--- src/rtl/i2c_byte_master.sv ---
module i2c_byte_master #(
  parameter int QTR_CLKS = 4
) (
  input  logic       clk,
  input  logic       rst_n,
  input  logic       reg_sel,
  input  logic       reg_wr,
  input  logic       reg_rd,
  input  logic [7:0] wdata,
  output logic [7:0] rdata,
  output logic       irq,
  output logic       scl_pull,
  output logic       sda_pull,
  input  logic       sda_in
);
  localparam int CW = (QTR_CLKS > 1) ? $clog2(QTR_CLKS) : 1;

  typedef enum logic [1:0] {S_IDLE, S_START, S_BITS, S_STOP} st_t;

  st_t           st;
  logic [CW-1:0] div;
  logic [1:0]    qtr;
  logic [3:0]    bitn;
  logic [7:0]    tx_sh, rx_sh;
  logic          scl_low, sda_low;
  logic          start_req, stop_req, lastrd;
  logic          done, done_q, ack, berr;
  logic          rd_mode, cur_rd, addr_byte;

  function automatic logic sda_for(input logic [3:0] n, input logic rd,
                                   input logic lr, input logic [7:0] sh);
    if (rd) return (n == 4'd8) && !lr;
    return (n < 4'd8) && !sh[3'd7 - n[2:0]];
  endfunction

  wire tick        = (st != S_IDLE) && (div == CW'(QTR_CLKS - 1));
  wire data_acc    = (reg_wr | reg_rd) & reg_sel;
  wire ctrl_wr     = reg_wr & ~reg_sel;
  wire launch_wr   = reg_wr & reg_sel & (st == S_IDLE) & ~stop_req;
  wire launch_rd   = reg_rd & reg_sel & (st == S_IDLE) & ~stop_req & rd_mode & ~start_req;
  wire launch_stop = (st == S_IDLE) & stop_req;
  wire owns_bit    = cur_rd ? (bitn == 4'd8) : (bitn < 4'd8);

  assign scl_pull = scl_low;
  assign sda_pull = sda_low;
  assign rdata    = reg_sel ? rx_sh : {start_req, stop_req, lastrd, 2'b00, berr, ack, done};
  assign irq      = done & ~done_q;

  always_ff @(posedge clk or negedge rst_n) begin
    if (!rst_n) begin
      st <= S_IDLE; div <= '0; qtr <= 2'd0; bitn <= 4'd0;
      tx_sh <= 8'h00; rx_sh <= 8'h00;
      scl_low <= 1'b0; sda_low <= 1'b0;
      start_req <= 1'b0; stop_req <= 1'b0; lastrd <= 1'b0;
      done <= 1'b0; done_q <= 1'b0; ack <= 1'b0; berr <= 1'b0;
      rd_mode <= 1'b0; cur_rd <= 1'b0; addr_byte <= 1'b0;
    end else begin
      done_q <= done;
      div    <= (st == S_IDLE || tick) ? '0 : div + 1'b1;
      if (tick) qtr <= qtr + 2'd1;

      if (ctrl_wr) begin
        if (wdata[7]) begin start_req <= 1'b1; berr <= 1'b0; end
        if (wdata[6]) stop_req <= 1'b1;
        lastrd <= wdata[5];
      end
      if (data_acc) done <= 1'b0;

      case (st)
        S_IDLE: begin
          qtr  <= 2'd0;
          bitn <= 4'd0;
          if (launch_wr) begin
            tx_sh     <= wdata;
            cur_rd    <= 1'b0;
            addr_byte <= start_req;
            if (start_req) begin
              st      <= S_START;
              sda_low <= 1'b0;
            end else begin
              st      <= S_BITS;
              sda_low <= ~wdata[7];
            end
          end else if (launch_rd) begin
            cur_rd    <= 1'b1;
            addr_byte <= 1'b0;
            st        <= S_BITS;
            sda_low   <= 1'b0;
          end else if (launch_stop) begin
            if (scl_low) begin
              st      <= S_STOP;
              sda_low <= 1'b1;
            end else begin
              stop_req <= 1'b0;
            end
          end
        end
        S_START: if (tick) begin
          case (qtr)
            2'd0: scl_low <= 1'b0;
            2'd1: sda_low <= 1'b1;
            2'd2: scl_low <= 1'b1;
            default: begin
              start_req <= 1'b0;
              sda_low   <= sda_for(4'd0, cur_rd, lastrd, tx_sh);
              bitn      <= 4'd0;
              st        <= S_BITS;
            end
          endcase
        end
        S_BITS: if (tick) begin
          case (qtr)
            2'd0: scl_low <= 1'b0;
            2'd1: begin
              if (cur_rd && bitn < 4'd8) rx_sh <= {rx_sh[6:0], sda_in};
              if (bitn == 4'd8) ack <= ~sda_in;
              if (owns_bit && (sda_in == sda_low)) berr <= 1'b1;
            end
            2'd2: scl_low <= 1'b1;
            default: begin
              if (bitn == 4'd8) begin
                done <= 1'b1;
                st   <= S_IDLE;
                if (addr_byte) rd_mode <= tx_sh[0];
                if (cur_rd && lastrd) rd_mode <= 1'b0;
              end else begin
                bitn    <= bitn + 4'd1;
                sda_low <= sda_for(bitn + 4'd1, cur_rd, lastrd, tx_sh);
              end
            end
          endcase
        end
        S_STOP: if (tick) begin
          case (qtr)
            2'd0: scl_low <= 1'b0;
            2'd1: sda_low <= 1'b0;
            2'd2: ;
            default: begin
              stop_req <= 1'b0;
              rd_mode  <= 1'b0;
              st       <= S_IDLE;
            end
          endcase
        end
        default: st <= S_IDLE;
      endcase
    end
  end

  // SDA may fall under a high SCL only while a start condition is driven
  a_r2_start_only: assert property (@(posedge clk) disable iff (!rst_n)
    (!scl_low && $past(!scl_low) && $rose(sda_low)) |-> st == S_START);

  // SDA may rise under a high SCL only while a stop condition is driven
  a_r8_stop_only: assert property (@(posedge clk) disable iff (!rst_n)
    (!scl_low && $past(!scl_low) && $fell(sda_low)) |-> st == S_STOP);

  a_r8_stop_releases: assert property (@(posedge clk) disable iff (!rst_n)
    $fell(stop_req) |-> (!scl_low && !sda_low));

  a_r4_irq_single: assert property (@(posedge clk) disable iff (!rst_n)
    irq |=> !irq);

  a_r5_done_clear: assert property (@(posedge clk) disable iff (!rst_n)
    (data_acc && st == S_IDLE) |=> !done);

  a_r10_no_launch_on_stop: assert property (@(posedge clk) disable iff (!rst_n)
    (reg_wr && reg_sel && stop_req) |=> (st != S_BITS && st != S_START));

  a_r11_idle_scl_quiet: assert property (@(posedge clk) disable iff (!rst_n)
    (st == S_IDLE && $past(st) == S_IDLE) |-> $stable(scl_low));
endmodule

--- config.mk ---
export PLATFORM = sky130hd
export DESIGN_NAME = i2c_byte_master
export DESIGN_NICKNAME = d
export VERILOG_FILES = /design/src/rtl/i2c_byte_master.sv
export SDC_FILE = /design/constraint.sdc
export NUM_CORES = 1
export LEC_CHECK = 0
export ABC_AREA = 1
export BUFFER_PORTS_ARGS = -buffer_cell sky130_fd_sc_hd__buf_2
export CAP_MARGIN = 20
export CELL_PAD_IN_SITES_DETAIL_PLACEMENT = 0
export CELL_PAD_IN_SITES_GLOBAL_PLACEMENT = 1
export CORE_UTILIZATION = 48
export CTS_BUF_LIST = sky130_fd_sc_hd__clkbuf_4 sky130_fd_sc_hd__clkbuf_8
export CTS_CLUSTER_SIZE = 25
export DETAILED_ROUTE_END_ITERATION = 10
export PLACE_DENSITY = 0.95
export RECOVER_POWER = 25
export SLEW_MARGIN = 10
export SYNTH_ARGS = -nofsm -noshare
export SYNTH_HDL_FRONTEND = slang
export SYNTH_SLANG_ARGS = --single-unit
--- constraint.sdc ---
create_clock -name clk -period 3.1 [get_ports clk]
set_input_delay 0 -clock clk [delete_from_list [all_inputs] [get_ports clk]]
set_output_delay 0 -clock clk [all_outputs]
set_load 0.01 [all_outputs]
After elaboration in Yosys (flattened, before gate mapping) --
Cells that the tools add are included.
Storage, ports and cells: register bits 38, bits of input ports 14, output and inout bits 11, word-level logic and storage cells 192
Cells by class: $add $sub $neg 4, order comparisons 3, equality and inequality tests 25, multiplexer cells 93, bitwise operators 19, reductions and logical operators 30
Operator list (count):
- $mux 1 | 63
- $mux 2 | 15
- $ne 2x2->1 const B | 11
- $mux 4 | 5
- $reduce_and 9->1 | 2
- $and 1x1->1 | 12
- $pmux 4 s3 | 1
- $pmux 1 s2 | 5
- $reduce_bool 2->1 | 5
- $eq 2x2->1 const B | 4
- $eq 4x4->1 const B | 2
- $lt 4x4->1 const B | 2
- $mux 8 | 1
- $ne 4x4->1 const B | 2
- $pmux 2 s4 | 1
- $reduce_and 4->1 | 2
- $reduce_and 7->1 | 1
- $logic_and 1x1->1 | 6
- $not 1->1 | 6
- $reduce_and 6->1 | 1
- $reduce_and 5->1 | 1
- $add 2x1->2 const B | 2
- $add 4x1->4 const B | 1
- $eq 2x1->1 const B | 2
- other kinds (16) | 21

Depth between registers and ports, before layout --
Gate-level depths: netlist of the first run.
depth after elaboration 11, depth in mapped cells 11, mapped depth without buffers 11

Worst setup path before layout of the first run --
No wires, ideal clock.
path type reg2reg, from reg st[0], to reg rx_sh[5], arrival 1.472 ns, path slack 1.510 ns, stages on the path, launching flop included 10, clock period less this slack 1.590 ns, cells stage by stage dfrtp_1 inv_1 ha_1 buf_6 inv_4 nor3_4 nand3_4 buf_6 nand2_1 o21ai_2
On the way: cells in the longest elaborated chain, start to end 3
Ends and longest elaborated chain:
- from (decl) | line 20 | st_t st;
- from (signal assigned) | line 51 | st <= S_IDLE; div <= '0; qtr <= 2'd0; bitn <= 4'd0;
- from (signal assigned) | line 78 | st <= S_START;
- from (signal assigned) | line 81 | st <= S_BITS;
- $reduce_bool 2->1 | line 36 | wire tick = (st != S_IDLE) && (div == CW'(QTR_CLKS - 1));
- $logic_and 1x1->1 | line 36
- $reduce_and 4->1 (no source line) (*)
- to (signal assigned) | line 115 | if (cur_rd && bitn < 4'd8) rx_sh <= {rx_sh[6:0], sda_in};
- to (decl) | line 24 | logic [7:0] tx_sh, rx_sh;
Mark *: on every way between the ends. The rest lies on a longest branch, timed or not. A chain may end at the register's enable or synchronous reset.

==> reports/qor_table.md, run 1 <==
| Quantity | Reported | Unit |
|:---|:---|:---|
| Final worst path period need | 1.989 | ns |
| Detail-routed net length per standard cell | 12.66 | um |
| Combinational group share of total power | 39.2 | % |
| Die height | 70.20 | um |
| Largest voltage drop on the vdd net | 334.8 | uV |
| Top-level I/O count | 25 | - |
| Worst-Margin Slew | 2.028 | ns |
| Post-placement setup slack | 1.182 | ns |
| Detail Route Antenna Nets | 0 | - |
| Overall routed net length | 4.683 | mm |
| Proportion of power drawn by flip-flops and latches | 37.7 | % |
| CP Launch Type | input pin | - |
| First-pass DRT Iterations | 4 | - |
| Ys Warns | 0 | - |
| Maximum fanout count along the critical path | 38 | - |
| Register clock-pin slew on the reported worst setup and hold paths | 0.07 | ns |
| Worst hold path cell count | 3 | - |
| Post-layout worst setup margin | 1.111 | ns |
| Internal power | 0.001121 | W |
| Overflow left after global routing | 0 | - |
| Kind of end point of the critical path | async pin | - |
| Die boundary width | 70.20 | um |
| Fraction of post-synthesis cell area in the top cell type by area | 42.60 | % |
| Number of antenna violations at the first check in global routing | 0 | - |
| Delay contributed by the slowest stage of the critical path | 1.44 | ns |
| Number of design rule violations left after detail routing | 0 | - |
| CTS tree | yes | - |
| Insertion delay of the later-clocked pin in the worst-skew pair | 0.29 | ns |
| Count of endpoints failing setup in the final report | 0 | - |
| Number of DRC markers after the initial detailed-route iteration | 137 | - |
| Share of the clock period used by the worst path | 64.15 | % |
| Wire length of the first global-routing pass | 8.169 | mm |
| Net switching fraction of the power | 38.78 | % |
| Number of antenna repair diodes | 0 | - |
| # port buffers | 24 | - |
| Critical path data required time | 3.10 | ns |
| Final Power | 0.001831 | W |
| Post-DR vias/cell | 5.049 | - |
| Count of cell types in the netlist | 33 | - |
| Die Outline Area | 4927 | um^2 |
| Effective utilization at floorplan | 50.57 | % |
| Area of the core region | 4414 | um^2 |
| Longest Clk Path Bufs | 2 | - |
| Status | complete, but fails checks | - |
| Post-synthesis cell count | 283 | - |
| Type of the worst setup path | input pin to async pin | - |
| Post-CTS resize count | 0 | - |
| Cell breakdown of the critical path | dlygate4sd3_1 -> clkbuf_1 | - |
| Avg Synthesized Cell Area | 7.887 | um^2 |
| Overall via count from detail_route | 1868 | - |
| Failing checks | max-capacitance violations, max-slew violations | - |
| Final GP Congestion | 0.9454 | - |
| Synth Net Count | 310 | - |
| Kind of cell with the highest combined delay on the critical path | buffers and inverters | - |
| Number of hold violations in the final report | 0 | - |
| Slowest library cell on the worst path | sky130_fd_sc_hd__clkbuf_1 | - |
| CP bufs+invs | 2 | - |
| Fraction of final layout cells sized beyond drive strength 1 | 14.47 | % |
| Final clock skew | 0.006422 | ns |
| Number of rows created at floorplan | 24 | - |
| Via count of the first global-routing pass | 1833 | - |
| Setup repair after global routing missed its margin | false | - |
| Cell types occupying the most area after synthesis | sky130_fd_sc_hd__dfrtp_1 43%, sky130_fd_sc_hd__nand2_1 13%, sky130_fd_sc_hd__ha_1 7.3% | - |
| Net count reported at finish | 344 | - |
| Post-synthesis to final-layout area growth | 14.85 | % |
| Clk Tree Root Cell | sky130_fd_sc_hd__clkbuf_8 | - |
| Seq/Total Area, Yosys | 42.60 | % |
| Number of clock sinks | 38 | - |
| Static Leak | 1.307 | nW |
| Power dissipated by switching net loads | 0.0007100 | W |
| Worst endpoint data arrival time | 1.99 | ns |
| TritonCTS buffer count | 5 | - |
| Max-slew headroom at the worst pin | -35.18 | % |
| Path depth of the worst reg2reg path | 7 | - |
| Maximum number of pins on one net before global-route repair | 39 | - |
| Final Max Tran Viols | 39 | - |
| Clock network power share | 23.1 | % |
| Number of synthesized register bits | 38 | - |
| Post-detailed-placement half-perimeter wirelength | 3.577 | mm |
| # Max-Cap Violations | 1 | - |
| Total negative slack | 0 | ns |
| Max H-tree Level | 2 | - |
| Power per cell area | 714.1 | nW/um^2 |
| Class of the most critical hold timing path | input pin to flip-flop | - |
| Largest area contributor in the netlist | sky130_fd_sc_hd__dfrtp_1 | - |
| All-Layer GR Usage | 21.33 | % |
| Highest Clock Rate | 502.9 | MHz |
| Synthesized area | 2232 | um^2 |
| Utilization of the core after routing | 58.08 | % |
| Number of cells on the critical path | 2 | - |
[registers in the layout (all words and copies together) (netlist names)]
name,count
stop_req,1
done_q,1
qtr,2
sda_pull,1
tx_sh,8
ack,1
addr_byte,1
rx_sh,8
rd_mode,1
st,2
lastrd,1
bitn,4
start_req,1
scl_pull,1
done,1
div,2
cur_rd,1
berr,1
[per-stage QoR]
stage / hold WS [ns] / cell area (um^2) / std cells
after floorplan: -0.2956 / 2232 / 283
after global placement: 0.1504 / 2381 / 354
after detailed placement: 0.1566 / 2381 / 354
after CTS: 0.01713 / 2575 / 370
after global routing: 0.02457 / 2564 / 370
final: 0.02828 / 2564 / 370
[cell usage after synthesis]
master,n
sky130_fd_sc_hd__a31oi_1,2
sky130_fd_sc_hd__o31ai_1,1
sky130_fd_sc_hd__xor2_1,1
sky130_fd_sc_hd__nand4_1,2
sky130_fd_sc_hd__nor3_4,1
sky130_fd_sc_hd__buf_2,2
sky130_fd_sc_hd__o21ai_2,4
sky130_fd_sc_hd__or2_2,1
sky130_fd_sc_hd__nand2_2,2
sky130_fd_sc_hd__nand3_2,2
sky130_fd_sc_hd__inv_2,3
sky130_fd_sc_hd__o21ai_0,27
sky130_fd_sc_hd__clkinv_1,1
sky130_fd_sc_hd__inv_1,42
sky130_fd_sc_hd__clkbuf_1,1
sky130_fd_sc_hd__ha_1,13
sky130_fd_sc_hd__a21oi_4,1
sky130_fd_sc_hd__buf_6,2
sky130_fd_sc_hd__nor2_2,1
sky130_fd_sc_hd__a21oi_2,4
sky130_fd_sc_hd__nor3b_2,1
sky130_fd_sc_hd__nand2_1,79
sky130_fd_sc_hd__inv_4,1
sky130_fd_sc_hd__dfrtp_1,38
sky130_fd_sc_hd__o22ai_1,3
sky130_fd_sc_hd__nand3_1,15
sky130_fd_sc_hd__nand3_4,1
sky130_fd_sc_hd__o21ai_1,2
sky130_fd_sc_hd__nor2_8,1
sky130_fd_sc_hd__o211ai_1,1
sky130_fd_sc_hd__a21oi_1,9
sky130_fd_sc_hd__nor2_1,18
sky130_fd_sc_hd__o32ai_1,1
[routing by layer]
layer	vias to the layer above	share of wire, %	wire (um)	track usage [%]
met2	43	45	2129	33.87
met1	853	49	2275	27.94
met4	0	1.9	90	8.667
met5	-	0	0	0
li1	965	-	-	-
met3	7	4.0	189	5.195
[area by class of cell]
| cell class | instances | area (um^2) |
|---|---|---|
| fill | 434 | 1851 |
| multi-input combinational | 193 | 1066 |
| sequential | 38 | 950.9 |
| timing repair buffer | 32 | 188.9 |
| inverter | 47 | 178.9 |
| clock buffer | 7 | 83.83 |
| tap | 52 | 65.06 |
| clock inverter | 1 | 30.03 |
[cell usage in the layout, fill, tap and decap left out, drive strengths merged]
cell and instances:
inv 46, o21ai 33, o22ai 3, dlygate4sd3 8, or2 1, xor2 1
clkinv 1, a21oi 14, bufinv 1, a31oi 2, o32ai 1, dfrtp 38
nand2 81, nor3 1, clkbuf 16, nor2 20, ha 13, nand3 18
buf 15, nand4 2, o31ai 1, o211ai 1, nor3b 1
[final timing paths]
path / startpoint / to / slack, ns
setup / recovery: rst_n / rx_sh[6] / 1.11
setup reg to reg: st[0] / rx_sh[2] / 1.15
hold reg to reg: done / done_q / 0.38
max in group clk: st[0] / rx_sh[2] / 1.15
hold / removal: wdata[6] / tx_sh[6] / 0.03
min in group asynchronous: rst_n / addr_byte / 0.82
[kinds of logic (layout without fill, tap and decap cells)]
group / count (synthesis) / after routing / share of synthesized area [%]
simple gates: 124 / 124 / 25.22
compound gates: 55 / 55 / 14.85
buf+inv: 52 / 87 / 9.641
flops: 38 / 38 / 42.60
fa+ha+maj: 13 / 13 / 7.287
xor+xnor: 1 / 1 / 0.3924
[timing repair]
item / 4_1_cts / 5_1_grt
endpoints found under the hold margin: 47 / 0
buffers inserted: 0 / 0
hold buffers: 8 / 0
endpoints found under the setup margin: 0 / 0
[power by group through the flow]
stage                     sequential, W  combinational, W  clock (W)
after floorplan                0.000671          0.000571          0
after global placement         0.000695          0.000699          0
after detailed placement       0.000697          0.000708          0
after CTS                      0.000688          0.000718   0.000436
after global routing           0.000706          0.000827   0.000458
final                          0.000689          0.000718   0.000423
No activity file was read; power rests on OpenSTA's default activity.
==> run 2: changes to the inputs <==
--- a/config.mk
+++ b/config.mk
@@ -10,11 +10,11 @@
 export CAP_MARGIN = 20
 export CELL_PAD_IN_SITES_DETAIL_PLACEMENT = 0
 export CELL_PAD_IN_SITES_GLOBAL_PLACEMENT = 1
-export CORE_UTILIZATION = 48
+export CORE_UTILIZATION = 40
 export CTS_BUF_LIST = sky130_fd_sc_hd__clkbuf_4 sky130_fd_sc_hd__clkbuf_8
 export CTS_CLUSTER_SIZE = 25
 export DETAILED_ROUTE_END_ITERATION = 10
-export PLACE_DENSITY = 0.95
+export PLACE_DENSITY = 0.86
 export RECOVER_POWER = 25
 export SLEW_MARGIN = 10
 export SYNTH_ARGS = -nofsm -noshare
==> constraint.sdc (replaced) <==
create_clock -name clk -period 1.7 [get_ports clk]
set_input_delay 0 -clock clk [delete_from_list [all_inputs] [get_ports clk]]
set_output_delay 0 -clock clk [all_outputs]
set_load 0.01 [all_outputs]
==> run 2 against run 1 <==
  * The flow now finishes without violations
  * Sequential power is 79% higher
  * Critical path depth increased by 6
  * Clock skew is 0.0027 ns higher
  * Non-clock buffer count up 16
  * Total power up 92%
  * Largest cell class unchanged
==> reports/qor_table.md, run 2 (synthesis gave the netlist of run 1 again) <==
| Quantity | Reported | Unit | Change |
|:---|:---|:---|:---|
| Detail-routed net length per standard cell | 12.41 | um | -1.9% |
| Number of antenna repair diodes | 0 | - | unchanged |
| Final worst path period need | 1.621 | ns |  |
| Die boundary width | 76.70 | um | +9.3% |
| Register clock-pin slew on the reported worst setup and hold paths | 0.08 | ns | about the same |
| Largest registers ranked by flip-flop count | rx_sh x8, tx_sh x8, bitn x4 | - |  |
| Maximum fanout count along the critical path | 8 | - | -79% |
| Number of hold violations in the final report | 0 | - | unchanged |
| Number of antenna violations at the first check in global routing | 0 | - | unchanged |
| Detail Route Antenna Nets | 0 | - | unchanged |
| Crit Reg-Reg Startpoint | st[0] | - |  |
| Utilization of the core after routing | 53.73 | % | -4.4 points |
| Number of DRC markers after the initial detailed-route iteration | 38 | - | -72% |
| Die height | 76.70 | um | +9.3% |
| Worst hold start | wdata[6] | - |  |
| Worst hold path cell count | 3 | - | unchanged |
| Max-slew headroom at the worst pin | 37.02 | % | +72 points |
| Static Leak | 1.417 | nW | +8.4% |
| Total of fill cells in the finished design | 515 | - | +19% |
| Type of the worst setup path | flip-flop to flip-flop | - |  |
| Power per cell area | 1248 | nW/um^2 | +75% |
| CTS tree | yes | - |  |
| Insertion delay of the later-clocked pin in the worst-skew pair | 0.30 | ns | about the same |
| Count of endpoints failing setup in the final report | 0 | - | unchanged |
| Area of all sequential standard cells | 950.9 | um^2 | unchanged |
| Path depth of the worst reg2reg path | 8 | - | +1 |
| Number of rows created at floorplan | 26 | - | +8.3% |
| Number of clock sinks | 38 | - | unchanged |
| Wire length of the first global-routing pass | 8.542 | mm | +4.6% |
| Kind of end point of the critical path | flip-flop | - |  |
| Share of the clock period used by the worst path | 95.38 | % |  |
| Maximum number of pins on one net before global-route repair | 39 | - | unchanged |
| Hold Slack | 0.02945 | ns | +0.001175 ns |
| Reg2reg end | rx_sh[0] | - |  |
| Highest Clock Rate | 616.7 | MHz |  |
| Class of the most critical hold timing path | input pin to flip-flop | - |  |
| Worst endpoint data arrival time | 1.81 | ns | -0.18 ns |
| Die Outline Area | 5883 | um^2 | +19% |
| Post-DR vias/cell | 4.775 | - | -5.4% |
| Leading cell type in the layout, fill and taps excluded | sky130_fd_sc_hd__nand2_1 | - |  |
| Area of the core region | 5238 | um^2 | +19% |
| Via count of the first global-routing pass | 1899 | - | +3.6% |
| Clk Tree Root Cell | sky130_fd_sc_hd__clkbuf_8 | - |  |
| Final clock skew | 0.009117 | ns | +0.002695 ns |
| Net count reported at finish | 361 | - | +4.9% |
| CP Launch Type | flip-flop | - |  |
| All-Layer GR Usage | 18.68 | % | -2.7 points |
| Post-synthesis to final-layout area growth | 26.07 | % |  |
| Longest Clk Path Bufs | 2 | - | unchanged |
| Effective utilization at floorplan | 42.62 | % | -7.9 points |
| First-pass DRT Iterations | 4 | - | unchanged |
| Commonest cells after routing, fill and taps aside | 74 x sky130_fd_sc_hd__nand2_1, 39 x sky130_fd_sc_hd__inv_1, 38 x sky130_fd_sc_hd__dfrtp_1, 26 x sky130_fd_sc_hd__o21ai_0, 24 x sky130_fd_sc_hd__buf_2 | - |  |
| Critical path data required time | 1.89 | ns | -1.21 ns |
| Max H-tree Level | 2 | - | unchanged |
| Post-detailed-placement half-perimeter wirelength | 3.782 | mm | +5.7% |
| R2R Setup Slk | 0.08 | ns | -1.07 ns |
| Largest voltage drop on the vdd net | 667.9 | uV | +99% |
| # Max-Cap Violations | 0 | - | -1 |
| Overall routed net length | 5.028 | mm | +7.4% |
| Final GP Congestion | 0.9110 | - | -3.6% |
| Top-level I/O count | 25 | - | unchanged |
| Hold Path Sink | tx_sh[6] | - |  |
| Final Max Tran Viols | 0 | - | -100% |
| Overall via count from detail_route | 1934 | - | +3.5% |
| Status | complete, no violations | - |  |
| Fraction of final layout cells sized beyond drive strength 1 | 27.16 | % | +13 points |
| Number of design rule violations left after detail routing | 0 | - | unchanged |
| TritonCTS buffer count | 5 | - | unchanged |
| # port buffers | 24 | - | unchanged |
| Worst-Margin Slew | 0.9447 | ns | -1.083 ns |
| Overflow left after global routing | 0 | - | unchanged |
| Area used by multi-input combinational logic | 1177 | um^2 | +10% |
run 2: cell count changes in the layout (fill, tap and decap cells not counted), moves of 3 or more:
cell,previous run,this run
sky130_fd_sc_hd__buf_4,0,14
sky130_fd_sc_hd__buf_2,15,24
sky130_fd_sc_hd__clkbuf_1,9,0
sky130_fd_sc_hd__nor2_1,18,12
sky130_fd_sc_hd__nand2_1,79,74
sky130_fd_sc_hd__nor2_4,0,5
sky130_fd_sc_hd__nand2_2,2,6
sky130_fd_sc_hd__ha_1,13,10
sky130_fd_sc_hd__inv_1,42,39
run 2: final cells by class:
class                           instances  share of cell area (%)
Tap cell                               70                   3.112
Multi-Input combinational cell        194                   41.84
Timing Repair Buffer                   48                   11.43
Sequential cell                        38                   33.79
Inverter                               47                   6.447
Clock buffer                            6                   2.935
Clock inverter                          2                  0.4446
run 2: what timing repair did:
action	in CTS	in global routing
endpoints found under the hold margin	46	0
buffers inserted	0	3
endpoints found under the setup margin	0	16
gates resized for setup	0	31
hold buffers	8	0
run 2: how the worst max path moves through the flow:
stage / start / to / slack, ns / depth (start not counted)
2_1_floorplan: st[0] / rx_sh[5] / 0.11 / 9
3_3_place_gp: st[0] / rx_sh[6] / 0.06 / 7
3_5_place_dp: st[0] / rx_sh[0] / 0.03 / 7
4_1_cts: st[0] / rx_sh[0] / 0.02 / 7
5_1_grt: st[0] / rx_sh[0] / -0.01 / 8
6_report: st[0] / rx_sh[0] / 0.08 / 8
run 2: critical path, cell delays in order, from the launching register on:
cell                      delay (ns)
sky130_fd_sc_hd__dfrtp_1        0.38
sky130_fd_sc_hd__inv_2          0.08
sky130_fd_sc_hd__ha_4           0.18
sky130_fd_sc_hd__inv_4          0.07
sky130_fd_sc_hd__nand2_4        0.07
sky130_fd_sc_hd__nor3_4         0.30
sky130_fd_sc_hd__nand3_4        0.23
sky130_fd_sc_hd__nor2_4         0.15
sky130_fd_sc_hd__a21oi_2        0.04
run 2: layer usage:
metal	track usage, %	vias to the layer above	wire [um]
li1	-	1003	-
met1	23.34	911	2377
met2	32.05	12	2474
met3	2.619	8	93
met4	8.077	0	83
met5	0	-	0
run 2: through the flow:
step | setup TNS, ns | power [W] | cell area (um^2) | instances | setup slack (ns)
detailed placement | 0 | 0.002675 | 2501 | 385 | 0.02511
floorplan | 0 | 0.002266 | 2232 | 283 | 0.1097
global placement | 0 | 0.002659 | 2501 | 385 | 0.05942
CTS | 0 | 0.003354 | 2676 | 401 | 0.01770
global route | -0.01270 | 0.003826 | 2814 | 405 | -0.01270
finish | 0 | 0.003511 | 2814 | 405 | 0.07850
run 2: report_power, final:
group          internal, W  leakage (nW)  total [W]  switching (W)
sequential         0.00110         0.493    0.00123       0.000131
combinational     0.000658         0.877    0.00162       0.000961
clock             0.000326        0.0472   0.000663       0.000337
==> run 3: changes to the inputs <==
--- a/config.mk
+++ b/config.mk
@@ -5,16 +5,16 @@
 export SDC_FILE = /design/constraint.sdc
 export NUM_CORES = 1
 export LEC_CHECK = 0
-export ABC_AREA = 1
 export BUFFER_PORTS_ARGS = -buffer_cell sky130_fd_sc_hd__buf_2
 export CAP_MARGIN = 20
 export CELL_PAD_IN_SITES_DETAIL_PLACEMENT = 0
 export CELL_PAD_IN_SITES_GLOBAL_PLACEMENT = 1
-export CORE_UTILIZATION = 40
+export CORE_MARGIN = 1.5
+export CORE_UTILIZATION = 43
 export CTS_BUF_LIST = sky130_fd_sc_hd__clkbuf_4 sky130_fd_sc_hd__clkbuf_8
 export CTS_CLUSTER_SIZE = 25
 export DETAILED_ROUTE_END_ITERATION = 10
-export PLACE_DENSITY = 0.86
+export PLACE_DENSITY = 0.87
 export RECOVER_POWER = 25
 export SLEW_MARGIN = 10
 export SYNTH_ARGS = -nofsm -noshare
==> run 3 against run 2 <==
  * The flow now finishes with violations (negative setup slack)
  * Worst hold slack improved by 0.053 ns
  * Area after synthesis is 4.1% lower
  * Cell count is 18% lower
  * Clock power is 17% higher
  * Cell area rose by 2.8%
  * Synthesized cell count is 31% lower
  * Maximum frequency decreased by 8.8%
  * Critical path depth is 1 lower
  * Global-route usage increased by 1.3 points
  * Die area decreased by 8.1%
  * Sequential power increased by 6%
  * Critical path type unchanged
  * Critical endpoint is now st[1]
==> reports/qor_table.md, run 3 <==
| Quantity | Reported | Unit | Change |
|:---|:---|:---|:---|
| Die Outline Area | 5408 | um^2 | -8.1% |
| Total of fill cells in the finished design | 410 | - | -20% |
| Area used by multi-input combinational logic | 1214 | um^2 | +3.1% |
| Share of the clock period used by the worst path | 104.6 | % | +9.2 points |
| Ys Warns | 0 | - | unchanged |
| Synthesized area | 2140 | um^2 | -4.1% |
| Final GP Congestion | 0.8816 | - | -3.2% |
| Synth Net Count | 223 | - | -28% |
| Post-synthesis cell count | 196 | - | -31% |
| Share of async-settable or async-resettable flops after synthesis | 100.0 | % | unchanged |
| Via count of the first global-routing pass | 1690 | - | -11% |
| Slowest library cell on the worst path | sky130_fd_sc_hd__dfrtp_1 | - |  |
| Die boundary width | 73.54 | um | -4.1% |
| Final clock skew | 0.01034 | ns | +0.001225 ns |
| Failing checks | negative setup slack | - |  |
| TritonCTS buffer count | 5 | - | unchanged |
| Path depth of the worst reg2reg path | 7 | - | -1 |
| Overflow left after global routing | 0 | - | unchanged |
| Static Leak | 1.325 | nW | -6.5% |
| Maximum fanout count along the critical path | 7 | - | -1 |
| Most common flop cell mapped by yosys | sky130_fd_sc_hd__dfrtp_1 | - |  |
| Seq/Total Area, Yosys | 44.44 | % | +1.8 points |
| Die height | 73.54 | um | -4.1% |
| Maximum number of pins on one net before global-route repair | 21 | - | -46% |
| Wire length of the first global-routing pass | 8.079 | mm | -5.4% |
| Kind of cell with the highest combined delay on the critical path | simple AND/OR/NAND/NOR gates | - |  |
| Delay contributed by the slowest stage of the critical path | 0.40 | ns | +0.02 ns |
| Overall routed net length | 4.895 | mm | -2.6% |
| Count of endpoints failing setup in the final report | 12 | - | +12 |
| Effective utilization at floorplan | 45.00 | % | +2.4 points |
| Largest registers ranked by flip-flop count | rx_sh x8, tx_sh x8, bitn x4 | - |  |
| Setup repair after global routing missed its margin | true | - |  |
| First-pass DRT Iterations | 4 | - | unchanged |
| Worst endpoint data arrival time | 1.96 | ns | +0.15 ns |
| Number of DRC markers after the initial detailed-route iteration | 101 | - | +170% |
| Detail Route Antenna Nets | 0 | - | unchanged |
| Number of design rule violations left after detail routing | 0 | - | unchanged |
| Overall via count from detail_route | 1697 | - | -12% |
| Final worst path period need | 1.778 | ns | +0.1563 ns |
| # Max-Cap Violations | 0 | - | unchanged |
| Leading cell type in the layout, fill and taps excluded | sky130_fd_sc_hd__dfrtp_1 | - |  |
| CP Launch Type | flip-flop | - |  |
| Number of rows created at floorplan | 25 | - | -3.8% |
| Fraction of final layout cells sized beyond drive strength 1 | 42.26 | % | +15 points |
| Cell types occupying the most area after synthesis | sky130_fd_sc_hd__dfrtp_1 44%, sky130_fd_sc_hd__mux2_2 13%, sky130_fd_sc_hd__ha_1 7.6% | - |  |
| Status | complete, but fails checks | - |  |
| Critical path data required time | 1.88 | ns | about the same |
| # port buffers | 24 | - | unchanged |
| Area of all sequential standard cells | 952.2 | um^2 | +0.13% |
| Post-DR vias/cell | 5.111 | - | +7.0% |
| Post-detailed-placement half-perimeter wirelength | 3.552 | mm | -6.1% |
| Top cells by instance count after synthesis | 38 x sky130_fd_sc_hd__dfrtp_1, 25 x sky130_fd_sc_hd__mux2_2, 13 x sky130_fd_sc_hd__ha_1, 13 x sky130_fd_sc_hd__nand2_1, 12 x sky130_fd_sc_hd__nor2_1 | - |  |
| Cell breakdown of the critical path | inv_2 -> ha_4 -> and3b_1 -> and2_4 -> o22ai_4 -> or2_4 -> mux2_2 | - |  |
| Post-layout worst setup margin | -0.07776 | ns | -0.1563 ns |
| Register clock-pin slew on the reported worst setup and hold paths | 0.08 | ns | about the same |
| Highest Clock Rate | 562.5 | MHz | -8.8% |
| Type of the worst setup path | flip-flop to flip-flop | - |  |
| Max H-tree Level | 2 | - | unchanged |
| Number of synthesized register bits | 38 | - | unchanged |
| Net count reported at finish | 291 | - | -19% |
| Worst hold path cell count | 4 | - | +1 |
| Clk Tree Root Cell | sky130_fd_sc_hd__clkbuf_8 | - |  |
| Insertion delay of the later-clocked pin in the worst-skew pair | 0.29 | ns | about the same |
| Non-filler instance count after layout | 332 | - | -18% |
| Number of antenna violations at the first check in global routing | 0 | - | unchanged |
| CTS tree | yes | - |  |
| Kind of end point of the critical path | flip-flop | - |  |
| Final Max Tran Viols | 0 | - | unchanged |
| Fraction of post-synthesis cell area in the top cell type by area | 44.44 | % | +1.8 points |
| Most common cell in the synthesized netlist | sky130_fd_sc_hd__dfrtp_1 | - |  |
| Post-placement setup slack | -0.05268 | ns | -0.07779 ns |
| Longest Clk Path Bufs | 2 | - | unchanged |
| Worst-Margin Slew | 1.170 | ns | +0.2257 ns |
| Largest area contributor in the netlist | sky130_fd_sc_hd__dfrtp_1 | - |  |
| Largest voltage drop on the vdd net | 753.2 | uV | +13% |
| Post-synthesis to final-layout area growth | 35.15 | % |  |
| All-Layer GR Usage | 19.95 | % | +1.3 points |
| Class of the most critical hold timing path | input pin to flip-flop | - |  |
| Number of cells on the critical path | 7 | - | -1 |
| R2R Setup Slk | -0.08 | ns | -0.16 ns |
| Number of antenna repair diodes | 0 | - | unchanged |
| Commonest cells after routing, fill and taps aside | 37 x sky130_fd_sc_hd__dfrtp_1, 30 x sky130_fd_sc_hd__buf_4, 23 x sky130_fd_sc_hd__buf_2, 17 x sky130_fd_sc_hd__mux2_2, 13 x sky130_fd_sc_hd__nand2_1 | - |  |
| Number of hold violations in the final report | 0 | - | unchanged |
| Max-slew headroom at the worst pin | 21.97 | % | -15 points |
| Area of the core region | 4755 | um^2 | -9.2% |
| CP bufs+invs | 1 | - | -1 |
| Detail-routed net length per standard cell | 14.74 | um | +19% |
| Number of clock sinks | 38 | - | unchanged |
| Count of cell types in the netlist | 43 | - | +30% |
| Power per cell area | 1394 | nW/um^2 | +12% |
| Number of synthesized flops with an enable pin | 0 | - | unchanged |
| Number of instances in the placed design | 307 | - | -20% |
| Avg Synthesized Cell Area | 10.92 | um^2 | +38% |
| Top-level I/O count | 25 | - | unchanged |
run 3: changes by cell type after synthesis, sizes merged, moves of 6 or more:
| cell | previous run | this run |
|---|---|---|
| o21ai | 33 | 11 |
| nor2 | 20 | 12 |
| a21oi | 14 | 8 |
| nand2 | 81 | 13 |
| nand3 | 18 | 5 |
| mux2 | 0 | 25 |
| inv | 46 | 11 |
run 3: per-stage QoR:
step                      utilization [%]  instance area, um^2  hold slack (ns)  TNS [ns]  total power [W]
after floorplan                         -                 2160          -0.2956    -1.448         0.002429
after global placement              53.26                 2532         -0.01113  -0.06841         0.002973
after detailed placement            53.26                 2532        -0.004654   -0.3212         0.003040
after CTS                           58.89                 2800          0.07535   -0.1774         0.003932
after global routing                60.82                 2892           0.1114    -1.377         0.004319
final                               60.82                 2892          0.08294   -0.4162         0.004030
run 3: final cells by class:
type                    count  share of cell area (%)
clock buffers               6                   2.640
clock inverters             2                   1.298
inverters                  11                   1.428
multi-input cells         141                   41.97
flip-flops and latches     38                   32.93
well taps                  67                   2.899
repair buffers             67                   16.83
run 3: worst min-delay path, stage by stage:
cell and delay (ns):
sky130_fd_sc_hd__buf_2 0.09, sky130_fd_sc_hd__o21ai_0 0.11, sky130_fd_sc_hd__nand2_1 0.08, sky130_fd_sc_hd__o31ai_1 0.06
run 3: final timing paths:
check / startpoint / to
max: st[0] / st[1]
min: reg_rd / done
max reg2reg: st[0] / st[1]
min reg2reg: done / done_q
max in group asynchronous: rst_n / qtr[0]
min in group asynchronous: rst_n / scl_pull
run 3: power breakdown:
part | total (W) | internal, W | switching, W | leakage [nW]
Clock | 0.000777 | 0.000454 | 0.000324 | 0.0548
Combinational | 0.00196 | 0.00103 | 0.000928 | 0.788
Sequential | 0.00130 | 0.00113 | 0.000163 | 0.482
Total | 0.00403 | 0.00261 | 0.00142 | 1.33
run 3: logic make-up (layout without fill, tap and decap cells):
kind of cell	after synthesis	after routing	share of synthesized area [%]
AOI/OAI and AO/OA	36	36	10.58
xor gates and xnor gates	4	4	1.638
adders and majority gates	13	13	7.603
buffers and inverters	17	86	3.742
DFF	38	38	44.44
muxes	31	31	16.55
and+or+nand+nor	57	57	15.44
run 3: repair_timing:
item	in CTS	in global routing
pin swaps	2	8
hold buffers	10	0
setup endpoints to repair	12	16
setup buffers	4	3
resized for setup	6	19
endpoints found under the hold margin	31	0
run 3: metal layers:
layer / up-vias / routed length [um] / GRT usage (%)
met5: - / 0 / 0
met4: 0 / 87 / 7.613
met3: 7 / 136 / 3.292
met2: 31 / 2414 / 33.03
met1: 831 / 2257 / 26.12
li1: 828 / - / -
